File: config.mk
export PLATFORM = sky130hd
export DESIGN_NAME = ipd_unit
export DESIGN_NICKNAME = d
export VERILOG_FILES = /design/src/rtl/ipd_pkg.sv /design/src/rtl/ipd_slot_ctr.sv /design/src/rtl/ipd_coef_bank.sv /design/src/rtl/ipd_metric.sv /design/src/rtl/ipd_accum.sv /design/src/rtl/ipd_unit.sv
export SDC_FILE = /design/constraint.sdc
export NUM_CORES = 1
export LEC_CHECK = 0
export BUFFER_PORTS_ARGS = -buffer_cell sky130_fd_sc_hd__buf_2
export CAP_MARGIN = 20
export CORE_UTILIZATION = 65
export DETAILED_ROUTE_END_ITERATION = 10
export PLACE_DENSITY = 0.8
export SKIP_CTS_REPAIR_TIMING = 1
export SYNTH_ARGS = -nofsm -noshare
export SYNTH_HDL_FRONTEND = slang
export SYNTH_SLANG_ARGS = --single-unit
File: constraint.sdc
create_clock -name clk -period 16.97 [get_ports clk]
set_input_delay 3.394 -clock clk [delete_from_list [all_inputs] [get_ports clk]]
set_output_delay 3.394 -clock clk [all_outputs]
set_load 0.02 [all_outputs]
File: src/rtl/ipd_pkg.sv
package ipd_pkg;

    // Per-stream status of the running distance
    typedef enum logic [1:0] {
        ST_IDLE = 2'd0,
        ST_RUN  = 2'd1,
        ST_SAT  = 2'd2
    } strm_state_e;

endpackage

File: src/rtl/ipd_slot_ctr.sv
module ipd_slot_ctr #(
    parameter int NUM_SLOTS = 3,
    parameter int W_SLOT    = 2
) (
    input  logic              clk,
    input  logic              rst_n,
    output logic [W_SLOT-1:0] slot
);
    localparam logic [W_SLOT-1:0] LAST = W_SLOT'(NUM_SLOTS - 1);

    always_ff @(posedge clk or negedge rst_n) begin
        if (!rst_n)
            slot <= '0;
        else if (slot == LAST)
            slot <= '0;
        else
            slot <= slot + 1'b1;
    end
endmodule

File: src/rtl/ipd_coef_bank.sv
module ipd_coef_bank #(
    parameter int NUM_SLOTS  = 3,
    parameter int NUM_LEVELS = 4,
    parameter int W_R        = 6,
    parameter int W_SLOT     = 2,
    parameter int W_LVL      = 2
) (
    input  logic              clk,
    input  logic              rst_n,
    input  logic [W_SLOT-1:0] rd_slot,
    input  logic [W_LVL-1:0]  rd_level,
    input  logic              swap,
    input  logic              ld_en,
    input  logic [W_SLOT-1:0] ld_slot,
    input  logic [W_LVL-1:0]  ld_level,
    input  logic [W_R-1:0]    ld_value,
    output logic [W_R-1:0]    rd_value
);
    logic [W_R-1:0]       slot_rd [NUM_SLOTS];
    logic [NUM_SLOTS-1:0] sel_nxt;

    for (genvar g = 0; g < NUM_SLOTS; g++) begin : g_slot
        logic           sel_q;
        logic [W_R-1:0] mem_q [2][NUM_LEVELS];

        // the owning stream's swap takes effect for this cycle's read
        assign sel_nxt[g] = sel_q ^ (swap && (rd_slot == W_SLOT'(g)));
        assign slot_rd[g] = mem_q[sel_nxt[g]][rd_level];

        always_ff @(posedge clk or negedge rst_n) begin
            if (!rst_n) begin
                sel_q <= 1'b0;
                for (int h = 0; h < 2; h++)
                    for (int l = 0; l < NUM_LEVELS; l++)
                        mem_q[h][l] <= '0;
            end else begin
                sel_q <= sel_nxt[g];
                // loads go to the half that is inactive after any swap
                if (ld_en && (ld_slot == W_SLOT'(g)))
                    mem_q[~sel_nxt[g]][ld_level] <= ld_value;
            end
        end
    end

    assign rd_value = slot_rd[rd_slot];
endmodule

File: src/rtl/ipd_metric.sv
module ipd_metric #(
    parameter int NUM_SLOTS = 3,
    parameter int W_B       = 8,
    parameter int W_R       = 6,
    parameter int W_S       = 4,
    parameter int W_SLOT    = 2,
    parameter int W_P       = W_R + W_S + 1,
    parameter int W_E       = ((W_B > W_P) ? W_B : W_P) + 1,
    parameter int W_Q       = 2 * W_E + 1
) (
    input  logic                  clk,
    input  logic                  rst_n,
    input  logic                  in_valid,
    input  logic                  in_clear,
    input  logic [W_SLOT-1:0]     in_slot,
    input  logic [W_R-1:0]        r_val,
    input  logic signed [W_B-1:0] b_re,
    input  logic signed [W_B-1:0] b_im,
    input  logic signed [W_S-1:0] s_re,
    input  logic signed [W_S-1:0] s_im,
    output logic                  out_valid,
    output logic                  out_clear,
    output logic [W_SLOT-1:0]     out_slot,
    output logic [W_Q-1:0]        out_sq
);
    localparam int DLY   = NUM_SLOTS - 3;
    localparam int W_BUN = 2 + W_SLOT + W_Q;

    // stage 1: complex error b - r*s
    logic signed [W_P-1:0] r_ext, sre_ext, sim_ext, prod_re, prod_im;
    logic signed [W_E-1:0] e_re, e_im;

    assign r_ext   = {{W_S{1'b0}}, r_val};
    assign sre_ext = {{(W_R + 1){s_re[W_S-1]}}, s_re};
    assign sim_ext = {{(W_R + 1){s_im[W_S-1]}}, s_im};
    assign prod_re = r_ext * sre_ext;
    assign prod_im = r_ext * sim_ext;
    assign e_re = {{(W_E - W_B){b_re[W_B-1]}}, b_re} - {{(W_E - W_P){prod_re[W_P-1]}}, prod_re};
    assign e_im = {{(W_E - W_B){b_im[W_B-1]}}, b_im} - {{(W_E - W_P){prod_im[W_P-1]}}, prod_im};

    logic                  v1, c1;
    logic [W_SLOT-1:0]     slot1;
    logic signed [W_E-1:0] e_re1, e_im1;

    always_ff @(posedge clk or negedge rst_n) begin
        if (!rst_n) begin
            v1 <= 1'b0; c1 <= 1'b0; slot1 <= '0; e_re1 <= '0; e_im1 <= '0;
        end else begin
            v1    <= in_valid;
            c1    <= in_clear;
            slot1 <= in_slot;
            e_re1 <= in_valid ? e_re : '0;
            e_im1 <= in_valid ? e_im : '0;
        end
    end

    // stage 2: squared magnitude
    logic signed [2*W_E-1:0] x_re, x_im, sq_re, sq_im;
    logic [W_Q-1:0]          q_sum;

    assign x_re  = {{W_E{e_re1[W_E-1]}}, e_re1};
    assign x_im  = {{W_E{e_im1[W_E-1]}}, e_im1};
    assign sq_re = x_re * x_re;
    assign sq_im = x_im * x_im;
    assign q_sum = {1'b0, sq_re} + {1'b0, sq_im};

    logic [W_BUN-1:0] bun2;

    always_ff @(posedge clk or negedge rst_n) begin
        if (!rst_n)
            bun2 <= '0;
        else
            bun2 <= {v1, c1, slot1, q_sum};
    end

    // padding so that the whole loop holds exactly NUM_SLOTS registers
    logic [W_BUN-1:0] bun_out;

    if (DLY == 0) begin : g_nodly
        assign bun_out = bun2;
    end else begin : g_dly
        logic [W_BUN-1:0] pipe_q [DLY];
        always_ff @(posedge clk or negedge rst_n) begin
            if (!rst_n) begin
                for (int i = 0; i < DLY; i++) pipe_q[i] <= '0;
            end else begin
                pipe_q[0] <= bun2;
                for (int i = 1; i < DLY; i++) pipe_q[i] <= pipe_q[i-1];
            end
        end
        assign bun_out = pipe_q[DLY-1];
    end

    assign {out_valid, out_clear, out_slot, out_sq} = bun_out;
endmodule

File: src/rtl/ipd_accum.sv
module ipd_accum
    import ipd_pkg::*;
#(
    parameter int NUM_SLOTS = 3,
    parameter int W_Q       = 25,
    parameter int W_D       = 16,
    parameter int W_SLOT    = 2
) (
    input  logic              clk,
    input  logic              rst_n,
    input  logic              in_valid,
    input  logic              in_clear,
    input  logic [W_SLOT-1:0] in_slot,
    input  logic [W_Q-1:0]    in_sq,
    output logic              out_valid,
    output logic [W_SLOT-1:0] out_slot,
    output logic [W_D-1:0]    out_dist,
    output logic              out_sat
);
    localparam int           W_SUM = ((W_Q > W_D) ? W_Q : W_D) + 1;
    localparam logic [W_D-1:0] D_MAX = {W_D{1'b1}};

    strm_state_e        st_q  [NUM_SLOTS];
    logic [W_D-1:0]     acc_q [NUM_SLOTS];

    strm_state_e        cur_st, nxt_st;
    logic [W_D-1:0]     base, nxt_dist;
    logic [W_SUM-1:0]   sum;
    logic               ovf, upd;

    assign cur_st = st_q[in_slot];
    assign base   = (in_clear || (cur_st == ST_IDLE)) ? '0 : acc_q[in_slot];
    assign sum    = W_SUM'(base) + W_SUM'(in_sq);
    assign ovf    = (sum >= W_SUM'(D_MAX));
    assign upd    = in_valid || in_clear;

    // next state and distance of the stream owning this cycle
    always_comb begin
        nxt_st   = cur_st;
        nxt_dist = acc_q[in_slot];
        if (in_valid) begin
            nxt_dist = ovf ? D_MAX : sum[W_D-1:0];
            unique case (cur_st)
                ST_IDLE, ST_RUN: nxt_st = ovf ? ST_SAT : ST_RUN;
                ST_SAT:          nxt_st = (in_clear && !ovf) ? ST_RUN : ST_SAT;
                default:         nxt_st = ST_IDLE;
            endcase
        end else if (in_clear) begin
            nxt_st   = ST_IDLE;
            nxt_dist = '0;
        end
    end

    // state register: one copy per stream, addressed by slot
    always_ff @(posedge clk or negedge rst_n) begin
        if (!rst_n) begin
            for (int i = 0; i < NUM_SLOTS; i++) begin
                st_q[i]  <= ST_IDLE;
                acc_q[i] <= '0;
            end
        end else begin
            for (int i = 0; i < NUM_SLOTS; i++) begin
                if (upd && (in_slot == W_SLOT'(i))) begin
                    st_q[i]  <= nxt_st;
                    acc_q[i] <= nxt_dist;
                end
            end
        end
    end

    // output register
    always_ff @(posedge clk or negedge rst_n) begin
        if (!rst_n) begin
            out_valid <= 1'b0;
            out_slot  <= '0;
            out_dist  <= '0;
            out_sat   <= 1'b0;
        end else begin
            out_valid <= in_valid;
            out_slot  <= in_valid ? in_slot : '0;
            out_dist  <= in_valid ? nxt_dist : '0;
            out_sat   <= in_valid && (nxt_st == ST_SAT);
        end
    end
endmodule

File: src/rtl/ipd_unit.sv
module ipd_unit #(
    parameter int NUM_SLOTS  = 3,
    parameter int NUM_LEVELS = 4,
    parameter int W_B        = 8,
    parameter int W_R        = 6,
    parameter int W_S        = 4,
    parameter int W_D        = 16,
    parameter int W_SLOT     = $clog2(NUM_SLOTS),
    parameter int W_LVL      = (NUM_LEVELS > 1) ? $clog2(NUM_LEVELS) : 1
) (
    input  logic                  clk,
    input  logic                  rst_n,
    input  logic                  in_valid,
    input  logic                  in_clear,
    input  logic                  in_swap,
    input  logic [W_LVL-1:0]      in_level,
    input  logic signed [W_B-1:0] in_b_re,
    input  logic signed [W_B-1:0] in_b_im,
    input  logic signed [W_S-1:0] in_s_re,
    input  logic signed [W_S-1:0] in_s_im,
    input  logic                  ld_en,
    input  logic [W_SLOT-1:0]     ld_slot,
    input  logic [W_LVL-1:0]      ld_level,
    input  logic [W_R-1:0]        ld_value,
    output logic [W_SLOT-1:0]     in_slot,
    output logic                  out_valid,
    output logic [W_SLOT-1:0]     out_slot,
    output logic [W_D-1:0]        out_dist,
    output logic                  out_sat
);
    localparam int W_P = W_R + W_S + 1;
    localparam int W_E = ((W_B > W_P) ? W_B : W_P) + 1;
    localparam int W_Q = 2 * W_E + 1;

    logic [W_SLOT-1:0] slot_cur;
    logic [W_R-1:0]    r_val;
    logic              m_valid, m_clear;
    logic [W_SLOT-1:0] m_slot;
    logic [W_Q-1:0]    m_sq;

    ipd_slot_ctr #(.NUM_SLOTS(NUM_SLOTS), .W_SLOT(W_SLOT)) u_ctr (
        .clk(clk), .rst_n(rst_n), .slot(slot_cur)
    );

    ipd_coef_bank #(
        .NUM_SLOTS(NUM_SLOTS), .NUM_LEVELS(NUM_LEVELS), .W_R(W_R),
        .W_SLOT(W_SLOT), .W_LVL(W_LVL)
    ) u_bank (
        .clk(clk), .rst_n(rst_n),
        .rd_slot(slot_cur), .rd_level(in_level), .swap(in_swap),
        .ld_en(ld_en), .ld_slot(ld_slot), .ld_level(ld_level), .ld_value(ld_value),
        .rd_value(r_val)
    );

    ipd_metric #(
        .NUM_SLOTS(NUM_SLOTS), .W_B(W_B), .W_R(W_R), .W_S(W_S), .W_SLOT(W_SLOT),
        .W_P(W_P), .W_E(W_E), .W_Q(W_Q)
    ) u_metric (
        .clk(clk), .rst_n(rst_n),
        .in_valid(in_valid), .in_clear(in_clear), .in_slot(slot_cur), .r_val(r_val),
        .b_re(in_b_re), .b_im(in_b_im), .s_re(in_s_re), .s_im(in_s_im),
        .out_valid(m_valid), .out_clear(m_clear), .out_slot(m_slot), .out_sq(m_sq)
    );

    ipd_accum #(.NUM_SLOTS(NUM_SLOTS), .W_Q(W_Q), .W_D(W_D), .W_SLOT(W_SLOT)) u_accum (
        .clk(clk), .rst_n(rst_n),
        .in_valid(m_valid), .in_clear(m_clear), .in_slot(m_slot), .in_sq(m_sq),
        .out_valid(out_valid), .out_slot(out_slot), .out_dist(out_dist), .out_sat(out_sat)
    );

    assign in_slot = slot_cur;
endmodule

==> results.sh <==
export IMPL_rows=72
export IMPL_synth_nets=3008
export IMPL_ys_ff_latch=280
export IMPL_cap_violations=0
export IMPL_grt_pass1_vias=19600
export IMPL_layout_setup_ws_ns=8.12
export IMPL_die_area_mm2=0.0404
export IMPL_tightest_slew_ns=1.15
export IMPL_clk_latency_ns=0.60
export IMPL_crit_arrival_ns=9.36
export IMPL_vias_per_cell=5.92
export IMPL_nFillCells=2756
export IMPL_drv_slew=0
export IMPL_hold_viol_final=0
export IMPL_min_path_type="flop to flop"
export IMPL_synth_edf_count=0
export IMPL_cts_sinks=280
export IMPL_finClkSkew_ns=0.0242
export IMPL_fin_nets=3027
export IMPL_avgSynthCellArea_um2=10.3
export IMPL_drive_above_1_share_pct=13.5
export IMPL_status="completed"
export IMPL_gp_congestion=0.923
export IMPL_synthTopCellsByArea="dfrtp_1, fa_1, ha_1"
export IMPL_final_cell_area_mm2=0.0276
export IMPL_rsz0062_at_grt="no"
export IMPL_fp_dieH_um=201
export IMPL_worstPathRequired_ns=17.48
export IMPL_drcViolationCount=0
export IMPL_min_from="u_metric.slot1[0]"
export IMPL_tns_ns=0
export IMPL_slew_headroom_pct=22.5
export IMPL_cts_root_buf="clkbuf_16"
export IMPL_io_buffers=63
export IMPL_synth_top_area_share_pct=27.2
export IMPL_area_growth_pct=7.03
export IMPL_drtIter0Drc=1107
export IMPL_crit_type="primary input to flop"
export IMPL_synth_most_common_cell="inv_1"
export IMPL_clkTransAtPathRegs_ns=0.06
export IMPL_dp_hpwl_mm=42.8
export IMPL_antenna_left=0
export IMPL_ys_types=69
export IMPL_cp_max_fo=13
export IMPL_dpl_worst_slack_ns=7.21
export IMPL_ios=64
export IMPL_synth_largest_area_cell="dfrtp_1"
export IMPL_clk_path_buf_depth=3
export IMPL_synthesis_area_mm2=0.0257
export IMPL_worst_setup_path_end_kind="flop"
export IMPL_grt_max_degree=125
export IMPL_critPathMaxStageDelay_ns=0.59
export IMPL_grt_total_usage_pct=29.4
export IMPL_period_share_pct=52.2
export IMPL_firstDrtPassIters=8
export IMPL_path_common_cell="ha_1"
export IMPL_tritoncts="built"
export IMPL_synth_warnings=0
export IMPL_crit_family="compound AO/OA/AOI/OAI gates"
export IMPL_htree_num_levels=1
export IMPL_fmax_ghz=0.113
export IMPL_synth_cells=2493
export IMPL_wl_mm=57.0
export IMPL_min_period_ns=8.85
export IMPL_path_buf_inv=4
export IMPL_yosys_most_used_dff="dfrtp_1"
export IMPL_start_util_pct=66.3
export IMPL_startpoint="in_swap"
export IMPL_finalSetupViolCount=0
export IMPL_crit_chain="buf_2 > nor3b_2 > xor2_1 > buf_4 > mux4_2 > mux4_2 > a21oi_1 > nand2b_1 > fa_1 > inv_1 > ha_1 > ha_1 > inv_1 > ha_1 > and3_1 > a221oi_1 > o21ai_0 > or4_1 > o21ai_0 > mux2i_1"
export IMPL_synthArstFlopShare_pct=100
export IMPL_r2r_start="u_metric.e_re1[0]"
export IMPL_grt_antenna_before_repair=1
export IMPL_gr_total_overflow=0
export IMPL_grt_pass1_wl_mm=96.4
export IMPL_ys_seq_area_share_pct=27.2
export IMPL_synth_common_cells="inv_1, dfrtp_1, fa_1, ha_1, mux2_2"
export IMPL_chipWidth_um=201
export IMPL_slowest_stage="mux4_2"
export IMPL_diodes=0
export IMPL_fp_coreArea_mm2=0.0388
export IMPL_timing_reg2reg_setup_slack_ns=9.61
export IMPL_place_area_mm2=0.0265
export IMPL_wl_per_cell_um=18.7
export IMPL_vias=18100
export IMPL_cts_buffers=29
export IMPL_setup_worst_path_start_class="primary input"
==> flip-flops by register name, indices dropped and copies added (netlist names), 3 cells and up <==
name                 cells
u_accum.out_dist        16
u_bank.g_slot.mem_q    144
u_accum.st_q             6
u_metric.bun2           29
u_metric.e_re1          12
u_bank.g_slot.sel_q      3
u_metric.e_im1          12
u_accum.acc_q           48
==> metal layers <==
metal | wire, um | track usage, % | up-vias | part of all wire, %
met5 | 0 | 0 | - | 0
met2 | 29400 | 52.9 | 588 | 52
li1 | - | - | 8189 | -
met4 | 1900 | 9.57 | 0 | 3.3
met1 | 22500 | 36.2 | 9146 | 40
met3 | 3160 | 4.48 | 134 | 5.5
==> cell type report <==
| type | instances | area, um^2 | share of cell area [%] |
|---|---|---|---|
| clock buffers | 36 | 792 | 2.87 |
| well taps | 518 | 648 | 2.35 |
| repair buffers | 77 | 460 | 1.67 |
| inverters | 410 | 1540 | 5.59 |
| multi-input cells | 1714 | 16900 | 61.2 |
| flip-flops and latches | 280 | 7010 | 25.4 |
| clock inverters | 17 | 236 | 0.858 |
==> final timing paths <==
path | to | cells past startpoint
worst max-delay path | u_metric.e_re1[9] | 20
worst min-delay path | u_metric.bun2[25] | 0
worst max register to register | u_metric.bun2[23] | 26
worst min register to register | u_metric.bun2[25] | 0
max in group asynchronous | u_bank.g_slot[1].mem_q[3] | 2
min in group asynchronous | u_accum.out_sat | 1
==> cells in the final DEF (no fill, tap or decap), types with 63 or more instances in the layout <==
master and n:
nor2_1 144, and2_1 93, nand2_1 136, dfrtp_1 280, inv_1 409, ha_1 197
buf_2 63, o21ai_0 81, a21oi_1 103, xnor2_1 85, fa_1 276, mux2_2 150
==> cell families (layout without fill, tap and decap cells) <==
family | count (synthesis) | count (layout) | synth area share (%)
AOI/OAI and AO/OA | 357 | 357 | 8.78
xor gates and xnor gates | 117 | 117 | 4.01
adders and majority gates | 473 | 473 | 31.0
buffers and inverters | 499 | 540 | 7.30
DFF | 280 | 280 | 27.2
muxes | 224 | 224 | 11.2
and+or+nand+nor | 543 | 543 | 10.4
==> worst register-to-register path, delay by kind of cell, from the launching register on <==
| kind | cells | cell delay (ns) |
|---|---|---|
| DFF | 1 | 0.74 |
| buffers and inverters | 2 | 0.10 |
| adders and majority gates | 7 | 2.92 |
| and+or+nand+nor | 6 | 0.96 |
| AOI/OAI and AO/OA | 9 | 2.26 |
| xor gates and xnor gates | 2 | 0.26 |
==> stage by stage <==
stage	hold slack [ns]	instances	util, %
4_1_cts	0.353	3047	70.8
2_1_floorplan	0.331	2493	-
6_report	0.347	3052	71.0
3_3_place_gp	0.335	2994	68.1
3_5_place_dp	0.342	2994	68.1
5_1_grt	0.369	3052	71.0
Power is left out: the tool's default activity adds up to more than one toggle a clock period on the data nets, which glitch-free logic cannot reach.
